<file path="src/rtl/scp_pkg.sv">
package scp_pkg;

  typedef enum logic {
    PH_MATCH = 1'b0,
    PH_XFER  = 1'b1
  } phase_e;

  // BCD modulo-60 increment, returns {carry, next}
  function automatic logic [8:0] bcd60_inc(input logic [7:0] v);
    logic [3:0] lo;
    logic [3:0] hi;
    lo = v[3:0];
    hi = v[7:4];
    if (lo >= 4'd9) begin
      lo = 4'd0;
      if (hi >= 4'd5) return 9'h100;
      hi = hi + 4'd1;
    end else begin
      lo = lo + 4'd1;
    end
    return {1'b0, hi, lo};
  endfunction

endpackage

</file>
<file path="src/rtl/scp_matcher.sv">
module scp_matcher #(
  parameter int          KEY_W = 64,
  parameter logic [63:0] KEY   = 64'h5CA33AC55CA33AC5
) (
  input  logic clk_i,
  input  logic rst_ni,
  input  logic clr_i,
  input  logic en_i,
  input  logic rd_i,
  input  logic bit_i,
  output logic done_o
);
  localparam int CW = $clog2(KEY_W);

  logic [CW-1:0] idx_q;
  logic          hit;

  assign hit    = en_i & ~rd_i & (bit_i == KEY[idx_q]);
  assign done_o = hit & (idx_q == CW'(KEY_W - 1));

  always_ff @(posedge clk_i or negedge rst_ni) begin
    if (!rst_ni)         idx_q <= '0;
    else if (clr_i)      idx_q <= '0;
    else if (en_i) begin
      if (hit && !done_o) idx_q <= idx_q + 1'b1;
      else                idx_q <= '0;
    end
  end
endmodule

</file>
<file path="src/rtl/scp_sequencer.sv">
module scp_sequencer
  import scp_pkg::*;
#(
  parameter int XFER_BITS = 64
) (
  input  logic clk_i,
  input  logic rst_ni,
  input  logic clr_i,
  input  logic start_i,
  input  logic acc_i,
  input  logic rd_i,
  output logic busy_o,
  output logic rd_mode_o,
  output logic shift_o,
  output logic last_o
);
  localparam int CW = $clog2(XFER_BITS);

  phase_e        ph_q;
  logic [CW-1:0] cnt_q;
  logic          first_q;
  logic          dir_q;

  assign busy_o    = (ph_q == PH_XFER);
  assign rd_mode_o = first_q ? rd_i : dir_q;
  assign shift_o   = busy_o & acc_i;
  assign last_o    = shift_o & (cnt_q == CW'(XFER_BITS - 1));

  always_ff @(posedge clk_i or negedge rst_ni) begin
    if (!rst_ni) begin
      ph_q    <= PH_MATCH;
      cnt_q   <= '0;
      first_q <= 1'b0;
      dir_q   <= 1'b0;
    end else if (clr_i) begin
      ph_q    <= PH_MATCH;
      cnt_q   <= '0;
      first_q <= 1'b0;
    end else if (start_i) begin
      ph_q    <= PH_XFER;
      cnt_q   <= '0;
      first_q <= 1'b1;
    end else if (shift_o) begin
      first_q <= 1'b0;
      if (first_q) dir_q <= rd_i;
      cnt_q <= cnt_q + 1'b1;
      if (last_o) ph_q <= PH_MATCH;
    end
  end
endmodule

</file>
<file path="src/rtl/scp_regfile.sv">
module scp_regfile
  import scp_pkg::*;
#(
  parameter int NUM_REGS    = 8,
  parameter int REG_W       = 8,
  parameter int DAY_IDX     = 3,
  parameter int RST_EN_BIT  = 4,
  parameter int OSC_OFF_BIT = 5
) (
  input  logic                      clk_i,
  input  logic                      rst_ni,
  input  logic                      load_i,
  input  logic                      shift_i,
  input  logic                      rd_mode_i,
  input  logic                      bit_i,
  input  logic                      commit_i,
  input  logic                      tick_i,
  output logic                      dout_o,
  output logic                      pin_en_o,
  output logic                      osc_on_o,
  output logic [NUM_REGS*REG_W-1:0] regs_o
);
  localparam int                TOT       = NUM_REGS * REG_W;
  localparam logic [REG_W-1:0]  DAY_INIT  = REG_W'(1) << OSC_OFF_BIT;
  localparam logic [TOT-1:0]    RESET_IMG = TOT'(DAY_INIT) << (DAY_IDX * REG_W);

  logic [TOT-1:0]   regs_q, regs_d;
  logic [TOT-1:0]   snap_q;
  logic [TOT-1:0]   shadow_q;
  logic [TOT-1:0]   wr_img;
  logic [REG_W-1:0] day;
  logic [REG_W-1:0] reg_view [NUM_REGS];
  logic [8:0]       sec_inc, min_inc;

  generate
    for (genvar g = 0; g < NUM_REGS; g++) begin : g_view
      assign reg_view[g] = regs_q[g*REG_W +: REG_W];
    end
  endgenerate

  assign day      = reg_view[DAY_IDX];
  assign pin_en_o = ~day[RST_EN_BIT];
  assign osc_on_o = ~day[OSC_OFF_BIT];
  assign regs_o   = regs_q;
  assign dout_o   = snap_q[0];
  assign wr_img   = {bit_i, shadow_q[TOT-1:1]};
  assign sec_inc  = bcd60_inc(reg_view[0][7:0]);
  assign min_inc  = bcd60_inc(reg_view[1][7:0]);

  always_comb begin
    regs_d = regs_q;
    if (commit_i) begin
      regs_d = wr_img;
    end else if (tick_i && osc_on_o) begin
      regs_d[7:0] = sec_inc[7:0];
      if (sec_inc[8]) regs_d[REG_W +: 8] = min_inc[7:0];
    end
  end

  always_ff @(posedge clk_i or negedge rst_ni) begin
    if (!rst_ni) regs_q <= RESET_IMG;
    else         regs_q <= regs_d;
  end

  // Snapshot isolates a read from ticks during the transfer
  always_ff @(posedge clk_i or negedge rst_ni) begin
    if (!rst_ni)                   snap_q <= '0;
    else if (load_i)               snap_q <= regs_q;
    else if (shift_i && rd_mode_i) snap_q <= {1'b0, snap_q[TOT-1:1]};
  end

  always_ff @(posedge clk_i or negedge rst_ni) begin
    if (!rst_ni)                    shadow_q <= '0;
    else if (shift_i && !rd_mode_i) shadow_q <= wr_img;
  end
endmodule

</file>
<file path="src/rtl/serial_clock_port.sv">
module serial_clock_port #(
  parameter int          NUM_REGS    = 8,
  parameter int          REG_W       = 8,
  parameter int          DAY_IDX     = 3,
  parameter int          RST_EN_BIT  = 4,
  parameter int          OSC_OFF_BIT = 5,
  parameter logic [63:0] KEY         = 64'h5CA33AC55CA33AC5
) (
  input  logic clk_i,
  input  logic rst_ni,
  input  logic acc_i,
  input  logic rd_i,
  input  logic data_i,
  input  logic rst_pin_ni,
  input  logic tick_i,
  output logic dout_o,
  output logic dout_en_o
);
  localparam int TOT = NUM_REGS * REG_W;

  logic           pin_en_w, osc_on_w, abort_w;
  logic           match_en_w, done_w;
  logic           busy_w, rd_mode_w, shift_w, last_w, commit_w;
  logic           snap_bit_w;
  logic [TOT-1:0] regs_w;

  assign abort_w    = pin_en_w & ~rst_pin_ni;
  assign match_en_w = acc_i & ~busy_w & ~abort_w;
  assign commit_w   = last_w & ~rd_mode_w & ~abort_w;
  assign dout_en_o  = busy_w & rd_mode_w;
  assign dout_o     = dout_en_o & snap_bit_w;

  scp_matcher #(.KEY_W(64), .KEY(KEY)) u_match (
    .clk_i  (clk_i),
    .rst_ni (rst_ni),
    .clr_i  (abort_w),
    .en_i   (match_en_w),
    .rd_i   (rd_i),
    .bit_i  (data_i),
    .done_o (done_w)
  );

  scp_sequencer #(.XFER_BITS(TOT)) u_seq (
    .clk_i     (clk_i),
    .rst_ni    (rst_ni),
    .clr_i     (abort_w),
    .start_i   (done_w),
    .acc_i     (acc_i & ~abort_w),
    .rd_i      (rd_i),
    .busy_o    (busy_w),
    .rd_mode_o (rd_mode_w),
    .shift_o   (shift_w),
    .last_o    (last_w)
  );

  scp_regfile #(
    .NUM_REGS(NUM_REGS), .REG_W(REG_W), .DAY_IDX(DAY_IDX),
    .RST_EN_BIT(RST_EN_BIT), .OSC_OFF_BIT(OSC_OFF_BIT)
  ) u_regs (
    .clk_i     (clk_i),
    .rst_ni    (rst_ni),
    .load_i    (done_w),
    .shift_i   (shift_w),
    .rd_mode_i (rd_mode_w),
    .bit_i     (data_i),
    .commit_i  (commit_w),
    .tick_i    (tick_i),
    .dout_o    (snap_bit_w),
    .pin_en_o  (pin_en_w),
    .osc_on_o  (osc_on_w),
    .regs_o    (regs_w)
  );
endmodule

</file>
<file path="config.mk">
export PLATFORM = sky130hd
export DESIGN_NAME = serial_clock_port
export DESIGN_NICKNAME = d
export VERILOG_FILES = /design/src/rtl/scp_pkg.sv /design/src/rtl/scp_matcher.sv /design/src/rtl/scp_sequencer.sv /design/src/rtl/scp_regfile.sv /design/src/rtl/serial_clock_port.sv
export SDC_FILE = /design/constraint.sdc
export NUM_CORES = 1
export LEC_CHECK = 0
export BUFFER_PORTS_ARGS = -buffer_cell sky130_fd_sc_hd__buf_4
export CAP_MARGIN = 10
export CORE_UTILIZATION = 30
export DETAILED_ROUTE_END_ITERATION = 16
export PLACE_DENSITY = 0.45
export SYNTH_ARGS = -nofsm -noshare
export SYNTH_HDL_FRONTEND = slang
export SYNTH_SLANG_ARGS = --single-unit
</file>
<file path="constraint.sdc">
create_clock -name clk_i -period 2.7 [get_ports clk_i]
set_input_delay 0.27 -clock clk_i [delete_from_list [all_inputs] [get_ports clk_i]]
set_output_delay 0.27 -clock clk_i [all_outputs]
set_load 0.05 [all_outputs]
</file>
==> results of run 1 <==
==> final timing paths <==
| path | startpoint | end | slack [ns] | depth (start not counted) |
|---|---|---|---|---|
| max | u_seq.first_q$_DFFE_PN0P_ | u_regs.regs_o[5]$_DFFE_PN0P_ | 0.53 | 7 |
| min in group asynchronous | rst_ni | u_regs.shadow_q[10]$_DFFE_PN0P_ | 0.37 | 2 |
| min | data_i | u_regs.regs_o[63]$_DFFE_PN0P_ | 0.04 | 2 |
| max in group asynchronous | rst_ni | u_regs.snap_q[14]$_DFFE_PN0P_ | 1.56 | 3 |
| max reg2reg | u_seq.first_q$_DFFE_PN0P_ | u_regs.regs_o[5]$_DFFE_PN0P_ | 0.53 | 7 |
| min reg2reg | u_regs.snap_q[24]$_DFFE_PN0P_ | u_regs.snap_q[24]$_DFFE_PN0P_ | 0.47 | 1 |
==> worst max-delay path, cell delays in order (launching register included) <==
cell      delay [ns]
dfrtp_1         0.36
mux2i_1         0.48
nand4_1         0.24
buf_12          0.25
o21ai_0         0.24
inv_1           0.13
a221oi_1        0.26
a21oi_1         0.07
==> cells by family (layout without fill, tap and decap cells) <==
| logic type | count (synthesis) | after routing | share of synthesized area [%] |
|---|---|---|---|
| multiplexers | 145 | 145 | 17.73 |
| XOR/XNOR | 3 | 3 | 0.2935 |
| flip-flops | 206 | 206 | 57.59 |
| buffers and inverters | 53 | 82 | 2.976 |
| AND/OR/NAND/NOR | 148 | 148 | 7.476 |
| AO/OA/AOI/OAI | 164 | 164 | 11.98 |
| adder cells (fa/ha/maj) | 14 | 14 | 1.956 |
==> placed cells by master (no fill, tap or decap), types with 2 or more instances in the layout <==
cell type	instances
a22oi_1	2
o31ai_1	2
and2_1	4
clkbuf_8	5
nand2_1	46
nor3_1	4
nor2_1	54
a21o_1	29
clkbuf_1	8
or2_2	5
o21ai_2	2
o21ai_0	35
clkbuf_16	24
xnor2_1	2
o21ai_1	2
clkinv_2	4
a22o_1	23
buf_12	7
ha_1	14
inv_1	14
nor2b_1	4
dfrtp_1	205
mux2i_1	36
nand2b_1	6
a21oi_1	54
mux2_2	109
a221oi_1	2
nor3b_1	2
nand3_1	11
buf_4	16
o21a_1	3
==> metrics by stage <==
stage | area, µm² | util, %
finish | 10280 | 35.43
global route | 10280 | 35.43
CTS | 10250 | 35.34
detailed placement | 9509 | 32.78
global placement | 9509 | 32.78
floorplan | 8954 | -
==> power groups by stage <==
| stage | clock [mW] | sequential (mW) | combinational [mW] |
|---|---|---|---|
| after floorplan | 0 | 3.29 | 0.268 |
| after global placement | 0 | 3.31 | 0.400 |
| after detailed placement | 0 | 3.32 | 0.419 |
| after CTS | 3.12 | 3.26 | 0.421 |
| after global routing | 3.23 | 3.28 | 0.480 |
| final | 2.99 | 3.26 | 0.408 |
==> sequential cells by signal, summed over array words and instances (netlist names) <==
| register | cells |
|---|---|
| u_seq.cnt_q | 6 |
| u_seq.dir_q | 1 |
| u_seq.busy_o | 1 |
| u_regs.snap_q | 64 |
| u_match.idx_q | 6 |
| u_regs.regs_o | 64 |
| u_seq.first_q | 1 |
| u_regs.shadow_q | 63 |
==> cell type report <==
cell class	instances	area share, %
Clock inverter	6	0.4625
Clock buffer	36	6.670
Sequential cell	206	50.16
Inverter	14	0.5112
Tap cell	384	4.674
Timing Repair Buffer	26	3.031
Multi-Input combinational cell	474	34.49
==> per-layer routing <==
metal / track usage [%] / routed length (µm) / vias to the layer above
li1: - / - / 2626
met1: 14.79 / 7608 / 2754
met2: 19.23 / 7967 / 55
met4: 3.551 / 429 / 0
met5: 0 / 0 / -
met3: 2.002 / 390 / 30
==> what timing repair did <==
item / CTS / global route
setup buffers: 0 / 0
hold buffers: 1 / 0
endpoints found under the hold margin: 76 / 0
setup endpoints to repair: 0 / 0
==> summary.txt, run 1 <==
Yosys
  – Synth area leaders: dfrtp_1 (57%), mux2_2 (14%), mux2i_1 (4.0%), a21oi_1 (3.0%), a21o_1 (2.4%)
  – Seq cells post-synth: 206
  – Sequential fraction of the synthesis area: 57.59%
  – Avg Cell Area, Syn: 12.21 µm²
  – Post-synth top area cell: dfrtp_1
  – Post-synth net total: 754
  – Primary FF master, synth: dfrtp_1
  – Yosys warns: 0
  – Synth async-reset ratio: 100.0%
  – Synth cell count leaders: dfrtp_1 (205), mux2_2 (109), a21oi_1 (54), nor2_1 (54), nand2_1 (47)
  – Synthesized area: 0.008954 mm²
  – Post-synth top area share: 57.29%
  – Count leader, synth: dfrtp_1
  – Cells after synthesis: 733
  – Netlist cell types: 50
  – Number of synthesized flops with an enable pin: 0

Global route
  – First-pass GRT wire length: 29.01 mm
  – Initial antenna violation count: 0
  – Number of global-route vias before repair: 5734
  – GRT overflow: 0
  – GRT Overall Usage: 11.39%
  – Pin count of the biggest net entering global routing: 80

Power and ir drop
  – Internal power: 5.074 mW
  – Sequential share of power: 49.0%
  – Total power draw: 6.658 mW
  – PD cells: 647.7 mW/mm²
  – Clock share of power: 44.9%
  – Net Sw Power: 1.584 mW
  – Switching share of power: 23.79%
  – Leakage power total: 5.169 nW
  – Max VDD drop: 398.0 µV
  – Combinational fraction of design power: 6.1%

Place
  – Placed Cells incl. Taps: 1102
  – Port bufs: 8
  – RD Place Congestion: 0.7677
  – Worst slack, placed: 0.1697 ns
  – Post-DP HPWL: 10.01 mm

Job
  – Max cap viols: 0

Finish
  – Non-Filler Instances: 1146
  – Fillers: 2877
  – Layout area overhead: 14.81%
  – Reg area: 0.005156 mm²
  – Footprint of the multi-input gates: 0.003546 mm²
  – Ratio of cells with drive above 1 in the final layout: 24.02%
  – Final nets: 767
  – Antenna Cells: 0

Timing
  – Fin Setup TNS: 0 ns
  – RSZ-0062 raised after global routing: false
  – Final Cycle Share: 80.38%
  – Final Critical Period: 2.170 ns
  – Hold WS: 0.04231 ns
  – Final number of setup-violating endpoints: 0
  – Worst Max-Slew Pin Slew: 0.6824 ns
  – Clock skew: 0.01711 ns
  – Final Hold Fails: 0
  – Slew HR: 54.51%
  – Setup ws final: 0.5298 ns
  – Max Freq: 0.4608 GHz
  – Max-slew violations: 0

Clock network
  – Total CTS buffers: 24
  – Max clock buf depth: 3
  – CTS tree: built
  – Clock Latency Late Sink: 0.52 ns
  – H-tree Lvls: 1
  – CTS clock-pin slew for the worst setup and hold paths: 0.06 ns
  – CTS sink cnt: 206
  – Post-CTS Resized: 0
  – Root buffer cell: clkbuf_16

Floorplanning
  – Die Area: 0.03054 mm²
  – FP Rows: 62
  – Die H: 174.8 µm
  – Number of I/O pins: 9
  – Core box area: 0.02901 mm²
  – Die Wd: 174.8 µm
  – Initial Util: 30.86%

Route
  – DRT antenna net count: 0
  – Wirelength per Cell: 14.31 µm
  – Iter 0 DRT Violations: 245
  – Residual DRC: 0
  – Via-to-Cell Ratio: 4.769
  – Vias: 5465
  – DRT Wirelength: 16.40 mm
  – DRT Pass-1 Iters: 4

Critical path
  – CP endpoint kind: flop
  – Arrival @ worst endpoint: 2.54 ns
  – CP max FO: 32
  – Type of the worst setup path: flop to flop
  – Crit path required time: 3.07 ns
  – Startpoint types: flop

Run status
  – Status: complete, no violations

Worst hold path
  – Worst hold path class: input port to flop
Power figures use the tool's default switching activity.
==> run 2, diff against run 1 <==
--- a/config.mk
+++ b/config.mk
@@ -5,11 +5,12 @@
 export SDC_FILE = /design/constraint.sdc
 export NUM_CORES = 1
 export LEC_CHECK = 0
+export ABC_AREA = 1
 export BUFFER_PORTS_ARGS = -buffer_cell sky130_fd_sc_hd__buf_4
 export CAP_MARGIN = 10
 export CORE_UTILIZATION = 30
 export DETAILED_ROUTE_END_ITERATION = 16
-export PLACE_DENSITY = 0.45
+export PLACE_DENSITY = 0.46
 export SYNTH_ARGS = -nofsm -noshare
 export SYNTH_HDL_FRONTEND = slang
 export SYNTH_SLANG_ARGS = --single-unit
==> constraint.sdc (replaced) <==
create_clock -name clk_i -period 1.8 [get_ports clk_i]
set_input_delay 0.18 -clock clk_i [delete_from_list [all_inputs] [get_ports clk_i]]
set_output_delay 0.18 -clock clk_i [all_outputs]
set_load 0.05 [all_outputs]
==> summary.txt, run 2 <==
Run status
  – Status: complete, no violations (unchanged)

Critical path
  – Critical R2R Launch: u_seq.cnt_q[1]$_DFFE_PN0P_ (was u_seq.first_q$_DFFE_PN0P_)
  – Crit path required time: 2.23 ns (was 3.07 ns)
  – Slowest CP cell: dfrtp_1 (was mux2i_1)
  – Reg2reg setup slack: 0.09 ns (was 0.53 ns)
  – R2R depth: 12 (was 7)
  – CP max FO: 7 (was 32)
  – Startpoint types: flop (unchanged)
  – Critical R2R Capture: u_regs.regs_o[5]$_DFFE_PN0P_ (unchanged)
  – Type of the worst setup path: flop to flop (unchanged)
  – Buf/Inv on CP: 3 (was 2)
  – Arrival @ worst endpoint: 2.15 ns (was 2.54 ns)
  – Crit-path max cell delay: 0.37 ns (was 0.48 ns)
  – Worst path cell trace: ha_2 > nand2_2 > inv_2 > nand2_4 > nor2_4 > nand3_4 > nand2_4 > inv_4 > nor2_4 > buf_6 > nand2_2 > o21ai_1 (was mux2i_1 > nand4_1 > buf_12 > o21ai_0 > inv_1 > a221oi_1 > a21oi_1)
  – CP endpoint kind: flop (unchanged)
  – Crit path max-delay family: simple AND/OR/NAND/NOR gates (was compound AO/OA/AOI/OAI gates)

Floorplanning
  – Die Area: 0.03088 mm² (was 0.03054 mm²)
  – Die Wd: 175.7 µm (was 174.8 µm)
  – Initial Util: 30.55% (was 30.86%)
  – Core box area: 0.02964 mm² (was 0.02901 mm²)
  – FP Rows: 63 (was 62)
  – Die H: 175.7 µm (was 174.8 µm)
  – Number of I/O pins: 9 (unchanged)

Finish
  – Commonest non-fill, non-tap cells in the layout: nand2_1 (360), dfrtp_1 (201), nand3_1 (176) (was dfrtp_1 (205), mux2_2 (109), nor2_1 (54), a21oi_1 (54), nand2_1 (46))
  – Commonest non-fill, non-tap cell in the layout: nand2_1 (was dfrtp_1)
  – Final nets: 1108 (was 767)
  – Antenna Cells: 0 (unchanged)
  – Non-Filler Instances: 1491 (was 1146)
  – Layout area overhead: 20.13% (was 14.81%)
  – Ratio of cells with drive above 1 in the final layout: 12.35% (was 24.02%)
  – Utilization after layout: 36.70% (was 35.43%)

Route
  – Iter 0 DRT Violations: 485 (was 245)
  – DRT antenna net count: 0 (unchanged)
  – Residual DRC: 0 (unchanged)
  – Via-to-Cell Ratio: 4.654 (was 4.769)
  – Wirelength per Cell: 13.52 µm (was 14.31 µm)
  – DRT Pass-1 Iters: 5 (was 4)
  – Vias: 6939 (was 5465)
  – DRT Wirelength: 20.16 mm (was 16.40 mm)

Yosys
  – Number of synthesized flops with an enable pin: 0 (unchanged)
  – Synth Area in Compound Gates: 6.605% (was 11.98%)
  – Count leader, synth: nand2_1 (was dfrtp_1)
  – Netlist cell types: 31 (was 50)
  – Sequential fraction of the synthesis area: 56.94% (was 57.59%)
  – Synth async-reset ratio: 100.0% (unchanged)
  – Post-synth top area cell: dfrtp_1 (unchanged)
  – Post-synthesis mux area share: 0% (was 17.73%)
  – Synth Area in Simple Gates: 27.36% (was 7.476%)
  – Primary FF master, synth: dfrtp_1 (unchanged)
  – Largest family of logic cells by synthesized area: simple AND/OR/NAND/NOR gates (was multiplexers)
  – Synthesized area: 0.009055 mm² (was 0.008954 mm²)
  – Synth area leaders: dfrtp_1 (57%), nand2_1 (15%), nand3_1 (9.8%), o21ai_0 (5.7%), inv_1 (2.8%) (was dfrtp_1 (57%), mux2_2 (14%), mux2i_1 (4.0%), a21oi_1 (3.0%), a21o_1 (2.4%))
  – Seq cells post-synth: 206 (unchanged)
  – Post-synth net total: 1078 (was 754)
  – Yosys warns: 0 (unchanged)
  – Synth Area in Adders: 1.935% (was 1.956%)
  – Synth cell count leaders: nand2_1 (369), dfrtp_1 (205), nand3_1 (178) (was dfrtp_1 (205), mux2_2 (109), a21oi_1 (54), nor2_1 (54), nand2_1 (47))
  – Post-synth top area share: 56.65% (was 57.29%)
  – Synth Area in XOR/XNOR: 0.9673% (was 0.2935%)
  – Avg Cell Area, Syn: 8.567 µm² (was 12.21 µm²)
  – Cells after synthesis: 1057 (was 733)

Global route
  – Number of global-route vias before repair: 6826 (was 5734)
  – GRT Overall Usage: 13.41% (was 11.39%)
  – Initial antenna violation count: 0 (unchanged)
  – GRT overflow: 0 (unchanged)
  – First-pass GRT wire length: 34.44 mm (was 29.01 mm)
  – Pin count of the biggest net entering global routing: 73 (was 80)

Power and ir drop
  – Combinational fraction of design power: 7.3% (was 6.1%)
  – Leakage power total: 5.338 nW (was 5.169 nW)
  – Clock share of power: 45.0% (was 44.9%)
  – Switching share of power: 23.86% (was 23.79%)
  – Sequential share of power: 47.7% (was 49.0%)
  – Internal power: 8.126 mW (was 5.074 mW)
  – PD cells: 981.0 mW/mm² (was 647.7 mW/mm²)
  – Net Sw Power: 2.546 mW (was 1.584 mW)
  – Max VDD drop: 571.3 µV (was 398.0 µV)

Place
  – Port bufs: 8 (unchanged)
  – Placed Cells incl. Taps: 1437 (was 1102)
  – RD Place Congestion: 0.7672 (was 0.7677)
  – Post-DP HPWL: 12.15 mm (was 10.01 mm)

Job
  – Max cap viols: 0 (unchanged)

Worst hold path
  – Hold Startpoint: rd_i (was data_i)
  – Worst Hold Path Cells: 4 (was 2)
  – Hold Path Sink: u_match.idx_q[4]$_DFFE_PN0P_ (was u_regs.regs_o[63]$_DFFE_PN0P_)
  – Worst hold path class: input port to flop (unchanged)

Clock network
  – Max clock buf depth: 3 (unchanged)
  – Total CTS buffers: 24 (unchanged)
  – Clock Latency Late Sink: 0.52 ns (about the same)
  – CTS sink cnt: 206 (unchanged)
  – Root buffer cell: clkbuf_16 (unchanged)
  – CTS clock-pin slew for the worst setup and hold paths: 0.06 ns (about the same)
  – H-tree Lvls: 1 (unchanged)
  – CTS tree: built (unchanged)

Timing
  – Slew HR: 77.15% (was 54.51%)
  – Max Freq: 0.5833 GHz (was 0.4608 GHz)
  – Fin Setup TNS: 0 ns (unchanged)
  – Max-slew violations: 0 (unchanged)
  – Worst Max-Slew Pin Slew: 0.3427 ns (was 0.6824 ns)
  – RSZ-0062 raised after global routing: true (was false)
  – Final Hold Fails: 0 (unchanged)
  – Clock skew: 0.01451 ns (was 0.01711 ns)
  – Final Cycle Share: 95.24% (was 80.38%)
  – Final Critical Period: 1.714 ns (was 2.170 ns)
  – Final number of setup-violating endpoints: 0 (unchanged)
  – Hold WS: 0.03021 ns (was 0.04231 ns)
## run 2: cell count changes in the layout (fill, tap and decap cells not counted), sizes merged, moves of 41 or more
cell / previous run / this run
nand3: 11 / 179
nor2: 56 / 15
inv: 15 / 73
mux2: 109 / 0
a21oi: 54 / 2
nand2: 47 / 370
o21ai: 40 / 114
## run 2: routing by layer
layer / wire, µm / global-route usage, %
met3: 738 / 1.905
met1: 10050 / 18.68
met4: 261 / 3.261
met5: 0 / 0
met2: 9116 / 21.87
## run 2: power by group through the flow
stage	clock, mW	sequential (mW)	combinational, mW
floorplan	0	5.11	0.507
global placement	0	5.17	0.748
detailed placement	0	5.17	0.755
CTS	4.97	5.08	0.766
global route	5.16	5.13	0.941
finish	4.80	5.09	0.777
## run 2: cell families (layout without fill, tap and decap cells)
group	count (synthesis)	count (layout)
buffers and inverters	131	175
DFF	206	206
adders and majority gates	14	14
and+or+nand+nor	578	578
AOI/OAI and AO/OA	118	118
xor gates and xnor gates	10	10
## run 2: layout make-up
class                      instances  area (µm²)
clock buffer                      36       695.7
inverter                          73       276.5
clock inverter                     4       81.33
timing repair buffer              62       743.2
tap                              390       488.0
multi-input combinational        720        3432
fill                            3089       18760
sequential                       206        5161
## run 2: worst register-to-register path: stages (launching register included)
cell and delay [ns]:
dfrtp_1 0.37, ha_2 0.19, nand2_2 0.06, inv_2 0.08
nand2_4 0.05, nor2_4 0.15, nand3_4 0.17, nand2_4 0.13
inv_4 0.05, nor2_4 0.16, buf_6 0.12, nand2_2 0.04
o21ai_1 0.07
## run 2: repair_timing
item	CTS	global route
setup buffers	0	10
gates cloned	0	2
hold endpoints to repair	207	0
hold buffers	3	0
resized for setup	1	31
pin swaps	0	7
setup endpoints to repair	22	134
## run 2: how the worst max path moves through the flow
stage / from / to / slack, ns / cells after the start
final: u_seq.cnt_q[1]$_DFFE_PN0P_ / u_regs.regs_o[5]$_DFFE_PN0P_ / 0.09 / 12
after global routing: u_seq.cnt_q[1]$_DFFE_PN0P_ / u_regs.regs_o[5]$_DFFE_PN0P_ / -0.03 / 12
after CTS: u_match.idx_q[2]$_DFFE_PN0P_ / u_regs.snap_q[19]$_DFFE_PN0P_ / 0.03 / 11
after detailed placement: u_seq.cnt_q[1]$_DFFE_PN0P_ / u_regs.regs_o[48]$_DFFE_PN0P_ / -0.03 / 11
after global placement: u_seq.cnt_q[1]$_DFFE_PN0P_ / u_regs.regs_o[4]$_DFFE_PN0P_ / 0.01 / 12
after floorplan: u_regs.regs_o[0]$_DFFE_PN0P_ / u_regs.regs_o[12]$_DFFE_PN0P_ / 0.15 / 10
## run 2: stage by stage
stage                     total power [mW]  instance area, µm²  setup WS, ns
after floorplan                      5.616                9060        0.1467
after global routing                 11.23               10880      -0.03053
after CTS                            10.82               10660       0.03270
after global placement               5.916                9847       0.01268
final                                10.67               10880       0.08565
after detailed placement             5.921                9847      -0.02839
==> run 3, diff against run 2 <==
--- a/config.mk
+++ b/config.mk
@@ -5,7 +5,6 @@
 export SDC_FILE = /design/constraint.sdc
 export NUM_CORES = 1
 export LEC_CHECK = 0
-export ABC_AREA = 1
 export BUFFER_PORTS_ARGS = -buffer_cell sky130_fd_sc_hd__buf_4
 export CAP_MARGIN = 10
 export CORE_UTILIZATION = 30
==> summary.txt, run 3 (synthesized netlist as in run 1, its figures left out) <==
Timing
  – RSZ-0062 raised after global routing: true (unchanged)
  – Slew HR: 62.50% (was 77.15%)
  – Max-slew violations: 0 (unchanged)
  – Max Freq: 0.5214 GHz (was 0.5833 GHz)
  – Final Hold Fails: 0 (unchanged)
  – Final number of setup-violating endpoints: 121 (was 0)
  – Setup ws final: -0.1181 ns (was 0.08565 ns)
  – Clock skew: 0.009486 ns (was 0.01451 ns)
  – Final Cycle Share: 106.6% (was 95.24%)
  – Worst Max-Slew Pin Slew: 0.5625 ns (was 0.3427 ns)
  – Final Critical Period: 1.918 ns (was 1.714 ns)

Route
  – Residual DRC: 0 (unchanged)
  – Iter 0 DRT Violations: 225 (was 485)
  – DRT antenna net count: 0 (unchanged)
  – DRT Wirelength: 19.57 mm (was 20.16 mm)
  – DRT Pass-1 Iters: 4 (was 5)
  – Wirelength per Cell: 15.84 µm (was 13.52 µm)
  – Vias: 5843 (was 6939)
  – Via-to-Cell Ratio: 4.731 (was 4.654)

Critical path
  – Arrival @ worst endpoint: 2.32 ns (was 2.15 ns)
  – Origin of the worst setup path: u_match.idx_q[2]$_DFFE_PN0P_ (was u_seq.cnt_q[1]$_DFFE_PN0P_)
  – Crit path required time: 2.20 ns (was 2.23 ns)
  – CP endpoint kind: flop (unchanged)
  – Startpoint types: flop (unchanged)
  – Type of the worst setup path: flop to flop (unchanged)
  – CP max FO: 7 (unchanged)
  – Critical R2R Launch: u_match.idx_q[2]$_DFFE_PN0P_ (was u_seq.cnt_q[1]$_DFFE_PN0P_)

Floorplanning
  – FP Rows: 62 (was 63)
  – Core box area: 0.02901 mm² (was 0.02964 mm²)
  – Die Wd: 174.8 µm (was 175.7 µm)
  – Die Area: 0.03054 mm² (was 0.03088 mm²)
  – Number of I/O pins: 9 (unchanged)
  – Die H: 174.8 µm (was 175.7 µm)
  – Initial Util: 30.86% (was 30.55%)

Clock network
  – Root buffer cell: clkbuf_16 (unchanged)
  – Clock Latency Late Sink: 0.52 ns (about the same)
  – H-tree Lvls: 1 (unchanged)
  – CTS clock-pin slew for the worst setup and hold paths: 0.06 ns (about the same)
  – CTS sink cnt: 206 (unchanged)
  – CTS tree: built (unchanged)
  – Max clock buf depth: 3 (unchanged)
  – Total CTS buffers: 24 (unchanged)

Place
  – Port bufs: 8 (unchanged)
  – RD Place Congestion: 0.7791 (was 0.7672)
  – Post-Place Cell Area: 0.009951 mm² (was 0.009847 mm²)
  – Post-DP HPWL: 11.10 mm (was 12.15 mm)

Finish
  – Fillers: 2777 (was 3089)
  – Commonest non-fill, non-tap cells in the layout: dfrtp_1 (204), mux2_2 (107), buf_4 (63) (was nand2_1 (360), dfrtp_1 (201), nand3_1 (176))
  – Final nets: 855 (was 1108)
  – Post-route cell area: 0.01177 mm² (was 0.01088 mm²)
  – Layout area overhead: 31.50% (was 20.13%)
  – Antenna Cells: 0 (unchanged)
  – Commonest non-fill, non-tap cell in the layout: dfrtp_1 (was nand2_1)
  – Ratio of cells with drive above 1 in the final layout: 41.72% (was 12.35%)

Power and ir drop
  – Total power draw: 10.75 mW (was 10.67 mW)
  – Max VDD drop: 658.0 µV (was 571.3 µV)
  – PD cells: 913.4 mW/mm² (was 981.0 mW/mm²)
  – Leakage power total: 5.821 nW (was 5.338 nW)

Global route
  – Initial antenna violation count: 0 (unchanged)
  – GRT Overall Usage: 12.32% (was 13.41%)
  – Number of global-route vias before repair: 6169 (was 6826)
  – First-pass GRT wire length: 31.00 mm (was 34.44 mm)
  – Pin count of the biggest net entering global routing: 58 (was 73)
  – GRT overflow: 0 (unchanged)

Run status
  – Violated checks: setup timing
  – Status: finished, violations left (was complete, no violations)

Worst hold path
  – Hold Startpoint: rst_pin_ni (was rd_i)
  – Worst hold path class: input port to flop (unchanged)

Job
  – Max cap viols: 0 (unchanged)
run 3: area by class of cell:
class | count | area (µm²) | share of cell area (%)
flip-flops and latches | 206 | 5157 | 43.80
multi-input cells | 474 | 3943 | 33.49
repair buffers | 114 | 1384 | 11.75
clock buffers | 34 | 688.2 | 5.845
well taps | 384 | 480.5 | 4.081
clock inverters | 9 | 68.82 | 0.5845
inverters | 14 | 52.55 | 0.4463
run 3: repair_timing:
item | in CTS | in global routing
gates cloned | 3 | 11
hold buffers | 2 | 0
hold endpoints to repair | 81 | 0
setup endpoints to repair | 76 | 133
pin swaps | 10 | 39
resized for setup | 56 | 89
setup buffers | 16 | 18
run 3: final timing paths:
path / endpoint / slack, ns / depth (start not counted)
setup / recovery: u_regs.snap_q[0]$_DFFE_PN0P_ / -0.12 / 7
hold / removal: u_seq.cnt_q[3]$_DFFE_PN0P_ / 0.03 / 3
setup reg to reg: u_regs.snap_q[0]$_DFFE_PN0P_ / -0.12 / 7
hold reg to reg: u_regs.snap_q[23]$_DFFE_PN0P_ / 0.48 / 1
max in group asynchronous: u_regs.shadow_q[63]$_DFFE_PN0P_ / 0.91 / 3
min in group asynchronous: u_regs.shadow_q[8]$_DFFE_PN0P_ / 0.17 / 2
run 3: worst max-delay path, cell delays in order, from the launching register on:
cell	delay, ns
dfrtp_1	0.40
or2b_1	0.17
nand3_2	0.10
a2111oi_4	0.49
o21a_4	0.22
nor2_4	0.08
clkbuf_16	0.18
a21o_1	0.17
run 3: where the power goes:
group,switching (mW),internal [mW]
logic,0.630,0.631
clock network,1.91,2.67
registers,0.165,4.75
total,2.70,8.05
run 3: per-stage QoR:
step	setup TNS [ns]	worst slack [ns]	utilization (%)	std cells	hold slack, ns
after floorplan	-1.913	-0.08630	-	733	-0.1156
after global placement	-1.564	-0.06984	34.30	1143	0.1491
after detailed placement	-4.783	-0.1539	34.30	1143	0.1624
after CTS	-2.721	-0.07835	38.27	1207	0.02494
after global routing	-17.03	-0.2081	40.58	1235	0.01949
final	-6.929	-0.1181	40.58	1235	0.02828
run 3: routing by layer:
layer  part of all wire, %  GRT usage [%]
met1                    48          16.04
met2                    48          20.82
met3                   2.6          2.328
met4                   1.7          3.442
met5                     0              0
